<file path="config.mk">
export PLATFORM = sky130hd
export DESIGN_NAME = sbus_testctl
export DESIGN_NICKNAME = d
export VERILOG_FILES = /design/src/rtl/sbus_pkg.sv /design/src/rtl/sbus_sync2.sv /design/src/rtl/sbus_sclgen.sv /design/src/rtl/sbus_loopbk.sv /design/src/rtl/sbus_testctl.sv
export SDC_FILE = /design/constraint.sdc
export NUM_CORES = 1
export LEC_CHECK = 0
export BUFFER_PORTS_ARGS = -buffer_cell sky130_fd_sc_hd__buf_4
export CAP_MARGIN = 20
export CORE_MARGIN = 8
export CORE_UTILIZATION = 55
export DETAILED_ROUTE_END_ITERATION = 16
export PLACE_DENSITY_LB_ADDON = 0.08
export SLEW_MARGIN = 20
export SYNTH_ARGS = -nofsm -noshare
export SYNTH_HDL_FRONTEND = slang
export SYNTH_SLANG_ARGS = --single-unit
</file>
<file path="constraint.sdc">
create_clock -name clk -period 2.8 [get_ports clk]
set_input_delay 0 -clock clk [delete_from_list [all_inputs] [get_ports clk]]
set_output_delay 0 -clock clk [all_outputs]
set_load 0.02 [all_outputs]
</file>
<file path="src/rtl/sbus_pkg.sv">
package sbus_pkg;

  typedef enum logic [1:0] {
    TM_FUNC   = 2'b00,
    TM_RSVD   = 2'b01,
    TM_SCLGEN = 2'b10,
    TM_LOOPIO = 2'b11
  } tmode_e;

  typedef struct packed {
    logic   dma_en;
    logic   xmit;
    logic   master;
    logic   set_all;
    logic   st_en;
    tmode_e mode;
  } ctrl_t;

  localparam int CTRL_W  = $bits(ctrl_t);
  localparam int PADT_W  = 4;
  localparam int RX_FLAG = 3;

  localparam logic [2:0] A_CTRL = 3'd0;
  localparam logic [2:0] A_STAT = 3'd1;
  localparam logic [2:0] A_PSC  = 3'd2;
  localparam logic [2:0] A_LOW  = 3'd3;
  localparam logic [2:0] A_HIGH = 3'd4;
  localparam logic [2:0] A_DATA = 3'd5;
  localparam logic [2:0] A_PADT = 3'd6;
  localparam logic [2:0] A_MASK = 3'd7;

endpackage

</file>
<file path="src/rtl/sbus_sync2.sv">
module sbus_sync2 #(
  parameter logic RST_VAL = 1'b0
) (
  input  logic clk,
  input  logic arst_n,
  input  logic d,
  output logic q
);

  logic stage1;

  always_ff @(posedge clk or negedge arst_n) begin
    if (!arst_n) begin
      stage1 <= RST_VAL;
      q      <= RST_VAL;
    end else begin
      stage1 <= d;
      q      <= stage1;
    end
  end

endmodule

</file>
<file path="src/rtl/sbus_sclgen.sv">
module sbus_sclgen #(
  parameter int CW = 8
) (
  input  logic          clk,
  input  logic          rst_n,
  input  logic          run,
  input  logic [CW-1:0] psc,
  input  logic [CW-1:0] lo_cnt,
  input  logic [CW-1:0] hi_cnt,
  output logic          scl_low
);

  logic [CW-1:0] pre_q, pre_nx;
  logic [CW-1:0] ph_q, ph_nx;
  logic          hi_q, hi_nx;
  logic          tick;
  logic [CW-1:0] limit;
  logic          upd;

  assign tick  = (pre_q == psc);
  assign limit = hi_q ? hi_cnt : lo_cnt;
  assign upd   = run | hi_q | (pre_q != '0) | (ph_q != '0);

  always_comb begin
    pre_nx = '0;
    ph_nx  = '0;
    hi_nx  = 1'b0;
    if (run) begin
      pre_nx = tick ? '0 : pre_q + CW'(1);
      ph_nx  = ph_q;
      hi_nx  = hi_q;
      if (tick) begin
        if (ph_q == limit) begin
          ph_nx = '0;
          hi_nx = ~hi_q;
        end else begin
          ph_nx = ph_q + CW'(1);
        end
      end
    end
  end

  always_ff @(posedge clk or negedge rst_n) begin
    if (!rst_n) begin
      pre_q <= '0;
      ph_q  <= '0;
      hi_q  <= 1'b0;
    end else if (upd) begin
      pre_q <= pre_nx;
      ph_q  <= ph_nx;
      hi_q  <= hi_nx;
    end
  end

  assign scl_low = run & ~hi_q;

endmodule

</file>
<file path="src/rtl/sbus_loopbk.sv">
module sbus_loopbk #(
  parameter int BW = 8
) (
  input  logic          clk,
  input  logic          rst_n,
  input  logic          lb_en,
  input  logic          wr_data,
  input  logic [BW-1:0] wbyte,
  input  logic          rd_data,
  input  logic          eng_tx_take,
  input  logic          eng_rx_valid,
  input  logic [BW-1:0] eng_rx_byte,
  output logic [BW-1:0] tx_byte,
  output logic          tx_full,
  output logic [BW-1:0] rx_byte,
  output logic          rx_full,
  output logic          rx_load
);

  logic          move;
  logic          eng_load;
  logic          txf_nx, rxf_nx;
  logic [BW-1:0] rx_nx;

  assign move     = lb_en & tx_full;
  assign eng_load = eng_rx_valid & ~lb_en;
  assign rx_load  = move | eng_load;

  always_comb begin
    txf_nx = tx_full;
    if (wr_data)                           txf_nx = 1'b1;
    else if (move | (eng_tx_take & ~lb_en)) txf_nx = 1'b0;

    rx_nx = move ? tx_byte : eng_rx_byte;

    rxf_nx = rx_full;
    if (rx_load)      rxf_nx = 1'b1;
    else if (rd_data) rxf_nx = 1'b0;
  end

  always_ff @(posedge clk or negedge rst_n) begin
    if (!rst_n) begin
      tx_byte <= '0;
      tx_full <= 1'b0;
      rx_byte <= '0;
      rx_full <= 1'b0;
    end else begin
      if (wr_data) tx_byte <= wbyte;
      if (rx_load) rx_byte <= rx_nx;
      tx_full <= txf_nx;
      rx_full <= rxf_nx;
    end
  end

endmodule

</file>
<file path="src/rtl/sbus_testctl.sv">
module sbus_testctl
  import sbus_pkg::*;
#(
  parameter int DW = 16,
  parameter int AW = 3,
  parameter int BW = 8,
  parameter int CW = 8,
  parameter int NF = 6
) (
  input  logic          clk,
  input  logic          rst_n,
  input  logic          wr_en,
  input  logic          rd_en,
  input  logic [AW-1:0] addr,
  input  logic [DW-1:0] wdata,
  output logic [DW-1:0] rdata,
  input  logic [NF-1:0] evt_set,
  input  logic          eng_scl_low,
  input  logic          eng_sda_low,
  input  logic          eng_tx_take,
  input  logic          eng_rx_valid,
  input  logic [BW-1:0] eng_rx_byte,
  output logic [BW-1:0] tx_byte,
  output logic          tx_full,
  input  logic          scl_in,
  output logic          scl_drv_low,
  output logic          sda_drv_low,
  output logic          irq,
  output logic          dma_rx_req
);

  logic rst_sync_n;

  sbus_sync2 #(.RST_VAL(1'b0)) u_rst_sync (
    .clk(clk), .arst_n(rst_n), .d(1'b1), .q(rst_sync_n)
  );

  // register state
  ctrl_t             ctrl_q, ctrl_nx;
  logic [NF-1:0]     flags_q, flags_nx;
  logic [NF-1:0]     mask_q;
  logic [CW-1:0]     psc_q, lo_q, hi_q;
  logic [PADT_W-1:0] padt_q;

  logic wr_ctrl, wr_stat, wr_psc, wr_low, wr_high, wr_data, wr_padt, wr_mask;
  logic rd_data;

  assign wr_ctrl = wr_en & (addr == AW'(A_CTRL));
  assign wr_stat = wr_en & (addr == AW'(A_STAT));
  assign wr_psc  = wr_en & (addr == AW'(A_PSC));
  assign wr_low  = wr_en & (addr == AW'(A_LOW));
  assign wr_high = wr_en & (addr == AW'(A_HIGH));
  assign wr_data = wr_en & (addr == AW'(A_DATA));
  assign wr_padt = wr_en & (addr == AW'(A_PADT));
  assign wr_mask = wr_en & (addr == AW'(A_MASK));
  assign rd_data = rd_en & (addr == AW'(A_DATA));

  logic unused_wdata;
  assign unused_wdata = ^wdata;

  // datapath submodules
  logic          lb_en, gen_run, gen_scl_low;
  logic [BW-1:0] rx_byte;
  logic          rx_full, rx_load;
  logic          scl_sync;

  assign lb_en   = (ctrl_q.mode == TM_LOOPIO) & ctrl_q.master & ctrl_q.xmit;
  assign gen_run = (ctrl_q.mode == TM_SCLGEN);

  sbus_sclgen #(.CW(CW)) u_sclgen (
    .clk(clk), .rst_n(rst_sync_n), .run(gen_run),
    .psc(psc_q), .lo_cnt(lo_q), .hi_cnt(hi_q), .scl_low(gen_scl_low)
  );

  sbus_loopbk #(.BW(BW)) u_loopbk (
    .clk(clk), .rst_n(rst_sync_n), .lb_en(lb_en),
    .wr_data(wr_data), .wbyte(wdata[BW-1:0]), .rd_data(rd_data),
    .eng_tx_take(eng_tx_take), .eng_rx_valid(eng_rx_valid),
    .eng_rx_byte(eng_rx_byte), .tx_byte(tx_byte), .tx_full(tx_full),
    .rx_byte(rx_byte), .rx_full(rx_full), .rx_load(rx_load)
  );

  sbus_sync2 #(.RST_VAL(1'b0)) u_scl_sync (
    .clk(clk), .arst_n(rst_sync_n), .d(scl_in), .q(scl_sync)
  );

  // status next state: set-all beats events, events beat clears
  logic          force_all;
  logic [NF-1:0] clr_vec, set_vec;

  assign force_all = ctrl_q.set_all | (wr_ctrl & wdata[3]);
  assign clr_vec   = (wr_stat & ~ctrl_q.set_all) ? wdata[NF-1:0] : '0;

  always_comb begin
    set_vec          = evt_set;
    set_vec[RX_FLAG] = evt_set[RX_FLAG] | rx_load;
    flags_nx         = force_all ? '1 : ((flags_q & ~clr_vec) | set_vec);
    ctrl_nx          = ctrl_t'(wdata[CTRL_W-1:0]);
  end

  always_ff @(posedge clk or negedge rst_sync_n) begin
    if (!rst_sync_n) begin
      ctrl_q  <= '0;
      flags_q <= '0;
      mask_q  <= '0;
      psc_q   <= '0;
      lo_q    <= '0;
      hi_q    <= '0;
      padt_q  <= '0;
    end else begin
      flags_q <= flags_nx;
      if (wr_ctrl) ctrl_q <= ctrl_nx;
      if (wr_mask) mask_q <= wdata[NF-1:0];
      if (wr_psc)  psc_q  <= wdata[CW-1:0];
      if (wr_low)  lo_q   <= wdata[CW-1:0];
      if (wr_high) hi_q   <= wdata[CW-1:0];
      if (wr_padt) padt_q <= wdata[PADT_W-1:0];
    end
  end

  // pad selection
  logic io_mode, scl_sense;
  assign io_mode   = (ctrl_q.mode == TM_LOOPIO) & ctrl_q.st_en;
  assign scl_sense = io_mode & scl_sync;

  always_comb begin
    scl_drv_low = 1'b0;
    sda_drv_low = 1'b0;
    unique case (ctrl_q.mode)
      TM_FUNC, TM_RSVD: begin
        scl_drv_low = eng_scl_low;
        sda_drv_low = eng_sda_low;
      end
      TM_SCLGEN: scl_drv_low = gen_scl_low;
      TM_LOOPIO: begin
        if (ctrl_q.st_en) begin
          scl_drv_low = padt_q[1] & ~padt_q[0];
          sda_drv_low = padt_q[3] & ~padt_q[2];
        end
      end
      default: ;
    endcase
  end

  // read mux
  always_comb begin
    rdata = '0;
    case (addr)
      AW'(A_CTRL): rdata = DW'(ctrl_q);
      AW'(A_STAT): rdata = DW'(flags_q);
      AW'(A_PSC):  rdata = DW'(psc_q);
      AW'(A_LOW):  rdata = DW'(lo_q);
      AW'(A_HIGH): rdata = DW'(hi_q);
      AW'(A_DATA): rdata = DW'(rx_byte);
      AW'(A_PADT): rdata = DW'({scl_sense, padt_q});
      AW'(A_MASK): rdata = DW'(mask_q);
      default:     rdata = '0;
    endcase
  end

  assign irq        = |(flags_q & mask_q);
  assign dma_rx_req = ctrl_q.dma_en & rx_full;

endmodule

</file>
# Yosys cells after proc, flatten, opt, wreduce, memory -nomap -nowiden
# Cells that the tools add are included.
dict set report word_totals {
  regBits 86
  inputBits 42
  output_inout_bits 29
}
dict set report classes {
  n_addsub 2
  n_eq_ne 14
  n_mux 21
  bitwise_logic 38
  reduce_logical 10
}
# op count
set op_table {}
lappend op_table {{$pmux 16 s8} 1}
lappend op_table {{$mux 8} 7}
lappend op_table {{$and 1x1->1} 22}
lappend op_table {{$add 8x1->8 const B} 2}
lappend op_table {{$eq 8x8->1} 2}
lappend op_table {{$reduce_bool 8->1} 2}
lappend op_table {{$and 6x6->6} 2}
lappend op_table {{$eq 3x3->1 const B} 4}
lappend op_table {{$mux 6} 2}
lappend op_table {{$mux 1} 9}
lappend op_table {{$or 1x1->1} 7}
lappend op_table {{$eq 3x2->1 const B} 2}
lappend op_table {{$not 6->6} 1}
lappend op_table {{$or 6x6->6} 1}
lappend op_table {{$reduce_or 6->1} 1}
lappend op_table {{$not 1->1} 5}
lappend op_table {{$eq 2x2->1 const B} 2}
lappend op_table {{$ne 2x2->1 const B} 2}
lappend op_table {{$reduce_bool 2->1} 2}
lappend op_table {{$eq 3x1->1 const B} 1}
lappend op_table {{$logic_not 3->1} 1}
lappend op_table {{$pmux 1 s3} 1}
lappend op_table {{$reduce_and 3->1} 1}
lappend op_table {{$eq 2x1->1 const B} 1}
lappend op_table {{4 further kinds} 4}

# Logic depth before layout (Yosys ltp)
# Gate-level depths: netlist of the first run.
dict set report logic_depth {
  ltp_word 9
  depth_mapped 8
  depth_no_buf 7
}

# Cells and area by module
# From an unflattened synthesis of the first run, not the netlist that was laid out.
dict set report hier_totals {
  cells_unflattened 431
  hier_area_um2 4720.8
}
# mod instances cells_per_inst area_each_um2 seq_area_each_um2
set modules_own_cells {}
lappend modules_own_cells {sbus_testctl 1 239 2551.2 1176.1}
lappend modules_own_cells {sbus_sclgen 1 129 1219.9 425.4}
lappend modules_own_cells {sbus_loopbk 1 59 849.6 450.4}
lappend modules_own_cells {sbus_sync2 2 2 50.0 50.0}

# Worst setup path after synthesis of the first run
# No wires, ideal clock.
dict set report synth_timing {
  path_kind {register to register}
  start {register u_sclgen.pre_q[3]}
  end {register u_sclgen.hi_q}
  setup_time_ns 0.069
  t_arrival_ns 1.719
  required_time_ns 2.731
  slack_ns 1.012
  stages_incl_launch_ff 7
  path_buffers 0
  synth_period_minus_slack_ns 1.788
  path_cell_list {dfrtp_1 > xnor2_1 > nand4_1 > o21ai_2 > o31ai_2 > or4_1 > nand3_1}
}
dict set report synth_via {
  elab_chain_len 4
  elab_cells_between_ends 6
}
# item line_no
set synth_rtl {}
lappend synth_rtl {{start, declared} sbus_sclgen.sv:13} ;# logic [CW-1:0] pre_q, pre_nx;
lappend synth_rtl {{start signal, assigned} sbus_sclgen.sv:49} ;# pre_q <= pre_nx;
lappend synth_rtl {{$reduce_bool 8->1} sbus_sclgen.sv:22} ;# assign upd = run | hi_q | (pre_q != '0) | (ph_q != '0);
lappend synth_rtl {{$or 1x1->1 (2 in series)} sbus_sclgen.sv:22}
lappend synth_rtl {{$reduce_and 3->1 (no source line) (*)} n/a}
lappend synth_rtl {{end signal, assigned} sbus_sclgen.sv:51} ;# hi_q <= hi_nx;
lappend synth_rtl {{end, declared} sbus_sclgen.sv:15} ;# logic hi_q, hi_nx;
# Mark *: on every way between the ends. The rest lies on a longest branch, timed or not.
# A chain may end at the register's enable or synchronous reset.

# Worst setup path after layout of the first run
dict set report layout_timing {
  start {register u_sclgen.hi_q}
  end {register u_sclgen.ph_q[5]}
}
dict set report layout_via {
  elab_chain_len 5
  elab_cells_between_ends 9
}
# item line_no
set layout_rtl {}
lappend layout_rtl {{$mux 8} sbus_sclgen.sv:21} ;# assign limit = hi_q ? hi_cnt : lo_cnt;
lappend layout_rtl {{$eq 8x8->1} sbus_sclgen.sv:33} ;# if (ph_q == limit) begin
lappend layout_rtl {{$mux 8} sbus_sclgen.sv:33}
lappend layout_rtl {{$mux 8} sbus_sclgen.sv:32} ;# if (tick) begin
lappend layout_rtl {{$mux 8} sbus_sclgen.sv:28} ;# if (run) begin
lappend layout_rtl {{end signal, assigned} sbus_sclgen.sv:50} ;# ph_q <= ph_nx;
lappend layout_rtl {{end, declared} sbus_sclgen.sv:14} ;# logic [CW-1:0] ph_q, ph_nx;
# Parallel ways exist; a longest one is shown, timed or not. The select of a mux whose other input is x is not followed.

==> impl_metrics.toml, run 1 <==
[die]
pin_count = 71
placementRows = 33
fp.dieW_um = 106
fp.dieH_um = 106
start_util_pct = 55.8
core_area_um2 = 8050
die_area_um2 = 11300

[place]
place_area_um2 = 4940
place_hpwl_mm = 7.84
place.port_buffers = 54
gp_congestion = 0.823

[sta]
hold_viol_final = 0
fin_crit_sh_pct = 80.0
final.setup.tns_ns = 0
relSlewSlack_pct = 47.4
fmax_ghz = 0.446
tightest_slew_ns = 0.784
rsz0062_at_grt = "no"
report.final.slew_viol_count = 0
min_period_ns = 2.24
fin_worst_skew_ns = 0.0135
setup_viol_count_final = 0

[grt]
grt_max_degree = 85
grt_usage_pct = 20.1
grt_remaining_overflow = 0
antenna_found_initial = 0
grt_pass1_vias = 3569
grt_pass1_wl_mm = 18.3

[cts]
cts_tree = "yes"
htreeDepth = 3
numCtsBuffers = 9
clkSinkCount = 86
clk_pin_slew_worst_paths_ns = 0.09
clk_path_buf_depth = 2
clkLatencyLatePin_ns = 0.35
cts_root_buf = "clkbuf_8"

[yosys]
syn_area_per_cell_um2 = 10.8
syn_area_um2 = 4490
yosys.area.top_type_share_pct = 47.9
synth_area_leaders = "dfrtp_1 (48%), mux2_2 (13%), mux2i_1 (4.2%), nand2_1 (3.3%), xnor2_1 (3.3%)"
synth_seq_area_share_pct = 47.9
yosys.area.top_type = "dfrtp_1"
synth-seq-cells = 86
synth_cell_types = 57
synth_warnings = 0
synthFlopType = "dfrtp_1"
ys_async_sr_fraction_pct = 100
postSynthCellCount = 415
synth_edf_count = 0

[cells_and_area]
syn_to_final_growth_pct = 21.0
most-common-layout-cells = "dfrtp_1 (85), buf_4 (55), mux2_2 (52)"
final_area_um2 = 5430
n_antenna_cell = 0
layout-drive-gt1-share_pct = 26.3
fin_nets = 543
layout_commonest_cell = "dfrtp_1"

[setup_path]
end_kind = "flip-flop"
crit_type = "reg2reg"
start_kind = "flip-flop"
worst-path-max-fanout = 13
critical_path_required_ns = 3.05
crit_arrival_ns = 2.50

[route]
via_per_inst = 5.69
drt-total-wl_mm = 10.9
dr.pass1.iters = 4
vias = 3453
detail-route-antenna-nets = 0
wl_per_cell_um = 18.0
drcViolationCount = 0
drt_iter0_drc = 175

[pwr]
ir_drop_uv = 438
power_frac_seq_pct = 49.2
p_total_mw = 3.36
power.density_nw_per_um2 = 619
leakagePower_nw = 2.34
clockPowerShare_pct = 22.6
internal-power_mw = 2.23
netSwitchingPower_mw = 1.14
p_comb_share_pct = 28.3
switching_share_pct = 33.8

[job]
max_cap_violations = 0

[min_path]
min_path_type = "in2reg"

[status]
run_status = "finished clean"
synth_stat cells (all sizes together), types with 6 or more instances:
master / number
a21oi: 10
a22oi: 7
and3: 6
buf: 14
clkbuf: 9
dfrtp: 86
inv: 11
mux2: 52
mux2i: 19
nand2: 40
nand3: 16
nand4: 6
nor2: 22
o21ai: 27
xnor2: 17
xor2: 6
final timing paths:
kind                                     endpoint  cells after the start           from  slack, ns
worst min-delay path             u_loopbk.rx_full                      4   eng_rx_valid       0.05
min in group asynchronous       u_scl_sync.stage1                      0   u_rst_sync.q       0.28
worst min register to register  u_scl_sync.stage1                      0   u_rst_sync.q       0.28
worst max-delay path             u_sclgen.ph_q[5]                      6  u_sclgen.hi_q       0.56
max in group asynchronous                psc_q[5]                      1   u_rst_sync.q       1.92
worst max register to register   u_sclgen.ph_q[5]                      6  u_sclgen.hi_q       0.56
flip-flops by register name, indices dropped and copies added, names as in the netlist:
register / cells
u_loopbk.tx_full: 1
psc_q: 8
u_sclgen.pre_q: 8
mask_q: 6
flags_q: 6
u_scl_sync.q: 1
ctrl_q: 7
u_loopbk.rx_full: 1
u_loopbk.tx_byte: 8
u_sclgen.hi_q: 1
hi_q: 8
u_scl_sync.stage1: 1
u_loopbk.rx_byte: 8
u_rst_sync.q: 1
u_sclgen.ph_q: 8
u_rst_sync.stage1: 1
padt_q: 4
lo_q: 8
worst max-delay path, cell delays in order, from the launching register on:
cell,delay (ns)
dfrtp_1,0.74
mux2i_1,0.35
xnor2_1,0.18
nor4_2,0.06
a21oi_1,0.41
nand2_1,0.18
o31ai_1,0.22
stage by stage:
step	utilization, %	setup slack [ns]	cells	hold WS, ns
floorplan	-	0.227	422	-0.296
global placement	61.3	0.683	559	-0.217
detailed placement	61.3	0.580	559	-0.216
CTS	67.1	0.557	606	0.0400
global route	67.5	0.330	607	0.0556
finish	67.5	0.559	607	0.0531
power by group through the flow:
stage                     Clock (mW)  Sequential (mW)  Combinational [mW]
final                          0.759             1.65               0.951
after global routing           0.823             1.69                1.04
after CTS                      0.773             1.67               0.937
after detailed placement           0             1.69               0.902
after global placement             0             1.69               0.883
after floorplan                    0             1.64               0.636
what timing repair did:
action                    CTS  global route
hold buffers               31             0
setup buffers               0             0
hold endpoints to repair   68             0
resized for setup           0             0
cells by family after synthesis:
group	count (synthesis)	share of synthesized area, %
muxes	73	18.3
and+or+nand+nor	117	13.0
other	2	0.167
DFF	86	47.9
AOI/OAI and AO/OA	74	11.0
buffers and inverters	36	3.96
xor gates and xnor gates	23	4.49
adders and majority gates	4	1.11
area by class of cell:
cell class	count	area, um^2
Clock inverter	4	25.0
Timing Repair Buffer	87	751
Fill cell	644	2620
Tap cell	105	131
Inverter	13	48.8
Sequential cell	86	2160
Multi-Input combinational cell	300	2190
Clock buffer	12	135
routing by layer:
layer / wire (um) / global-route usage, % / vias to the layer above
met1: 4830 / 25.6 / 1699
met4: 203 / 6.83 / 0
met2: 5370 / 32.6 / 95
li1: - / - / 1646
met5: 0 / 0 / -
met3: 526 / 4.96 / 13
Power figures use the tool's default switching activity.
==> inputs of run 2 (changes only) <==
Clock period 2.8 ns to 2.3 ns, I/O delays scaled along.
==> impl_metrics.toml, run 2 (synthesis results as in run 1) <==
[grt]
grt_usage_pct = 20.1
grt_max_degree = 52
antenna_found_initial = 0
grt_pass1_wl_mm = 18.4
grt_pass1_vias = 3712
grt_remaining_overflow = 0

[cells_and_area]
layout_commonest_cell = "dfrtp_1"
final_area_um2 = 5490
most-common-layout-cells = "dfrtp_1 (84), buf_4 (63), mux2_2 (52)"
multi_input_area_um2 = 2190
num-fill-cells = 633
syn_to_final_growth_pct = 22.2
final-seq-area_um2 = 2160
n_antenna_cell = 0
layout-drive-gt1-share_pct = 28.0
fin_nets = 549

[pwr]
power.density_nw_per_um2 = 765
leakagePower_nw = 2.38
ir_drop_uv = 434

[sta]
rsz0062_at_grt = "no"
hold_viol_final = 0
fmax_ghz = 0.492
fin_crit_sh_pct = 88.4
final.setup.tns_ns = 0
tightest_slew_ns = 0.557
setup_viol_count_final = 0
min_period_ns = 2.03
report.final.slew_viol_count = 0
relSlewSlack_pct = 62.6
fin_worst_skew_ns = 0.0163

[setup_path]
max_stage_delay_ns = 0.50
worst-path-buf-inv = 0
start_kind = "flip-flop"
critical_path_required_ns = 2.58
crit_type = "reg2reg"
crit_family = "simple AND/OR/NAND/NOR gates"
worst-path-max-fanout = 10
end_kind = "flip-flop"
critPathSlowestCell = "or4_1"
cp_cell_sequence = "xnor2_1, nand4_1, o21ai_2, o31ai_2, or4_1, nand3_1"
crit_arrival_ns = 2.31

[cts]
numCtsBuffers = 9
clkLatencyLatePin_ns = 0.35
cts_root_buf = "clkbuf_8"
clk_path_buf_depth = 2
cts_tree = "yes"
clkSinkCount = 86
htreeDepth = 3
clk_pin_slew_worst_paths_ns = 0.09

[place]
place_area_um2 = 5000
place_hpwl_mm = 8.19
gp_congestion = 0.843
place.port_buffers = 54

[route]
wl_per_cell_um = 18.0
detail-route-antenna-nets = 0
drcViolationCount = 0
via_per_inst = 5.69
drt-total-wl_mm = 11.0
vias = 3485
dr.pass1.iters = 4
drt_iter0_drc = 233

[die]
fp.dieH_um = 106
die_area_um2 = 11300
pin_count = 71
core_area_um2 = 8050
fp.dieW_um = 106
start_util_pct = 55.8
placementRows = 33

[min_path]
min_path_type = "in2reg"

[status]
run_status = "finished clean"

[job]
max_cap_violations = 0
run 2: cell type report:
cell class	count	share of cell area (%)
clock buffer	13	2.90
clock inverter	3	0.365
inverter	13	0.889
multi-input combinational	300	39.9
sequential	86	39.3
tap	105	2.39
timing repair buffer	93	14.3
run 2: power breakdown:
group	switching, mW	internal [mW]
logic	0.604	0.602
clock network	0.522	0.452
registers	0.261	1.75
total	1.39	2.81
run 2: path summary, 6_finish.rpt:
check,start,to,slack (ns),cells past startpoint
worst max register to register,u_sclgen.pre_q[0],u_sclgen.hi_q,0.27,6
worst min register to register,u_rst_sync.q,u_scl_sync.stage1,0.29,0
worst max-delay path,u_sclgen.pre_q[0],u_sclgen.hi_q,0.27,6
worst min-delay path,eng_rx_valid,u_loopbk.rx_full,0.08,4
min in group asynchronous,u_rst_sync.q,u_scl_sync.stage1,0.29,0
max in group asynchronous,u_rst_sync.q,u_loopbk.rx_byte[3],1.37,1
run 2: metal layers:
metal	wire length (um)	GRT usage (%)
met1	4790	25.5
met2	5680	33.4
met3	453	3.87
met4	99	6.93
met5	0	0
run 2: tightest hold or removal path, stage by stage:
cell      delay [ns]
buf_4           0.08
a21boi_1        0.05
buf_4           0.19
nand2_1         0.06
run 2: what timing repair did:
item                       CTS  global route
setup endpoints to repair    0             1
setup buffers                0             2
resized for setup            0             1
hold buffers                29             0
hold endpoints to repair    68             0
run 2: per-stage QoR:
| stage | total power, mW | setup slack [ns] | hold WS (ns) | util [%] | instances |
|---|---|---|---|---|---|
| 6_report | 4.20 | 0.267 | 0.0815 | 68.1 | 613 |
| 4_1_cts | 4.19 | 0.166 | 0.0692 | 67.9 | 611 |
| 3_5_place_dp | 3.18 | 0.204 | -0.216 | 62.1 | 566 |
| 2_1_floorplan | 2.77 | 0.512 | -0.296 | - | 422 |
| 3_3_place_gp | 3.14 | 0.242 | -0.216 | 62.1 | 566 |
| 5_1_grt | 4.42 | 0.109 | 0.0709 | 68.1 | 613 |
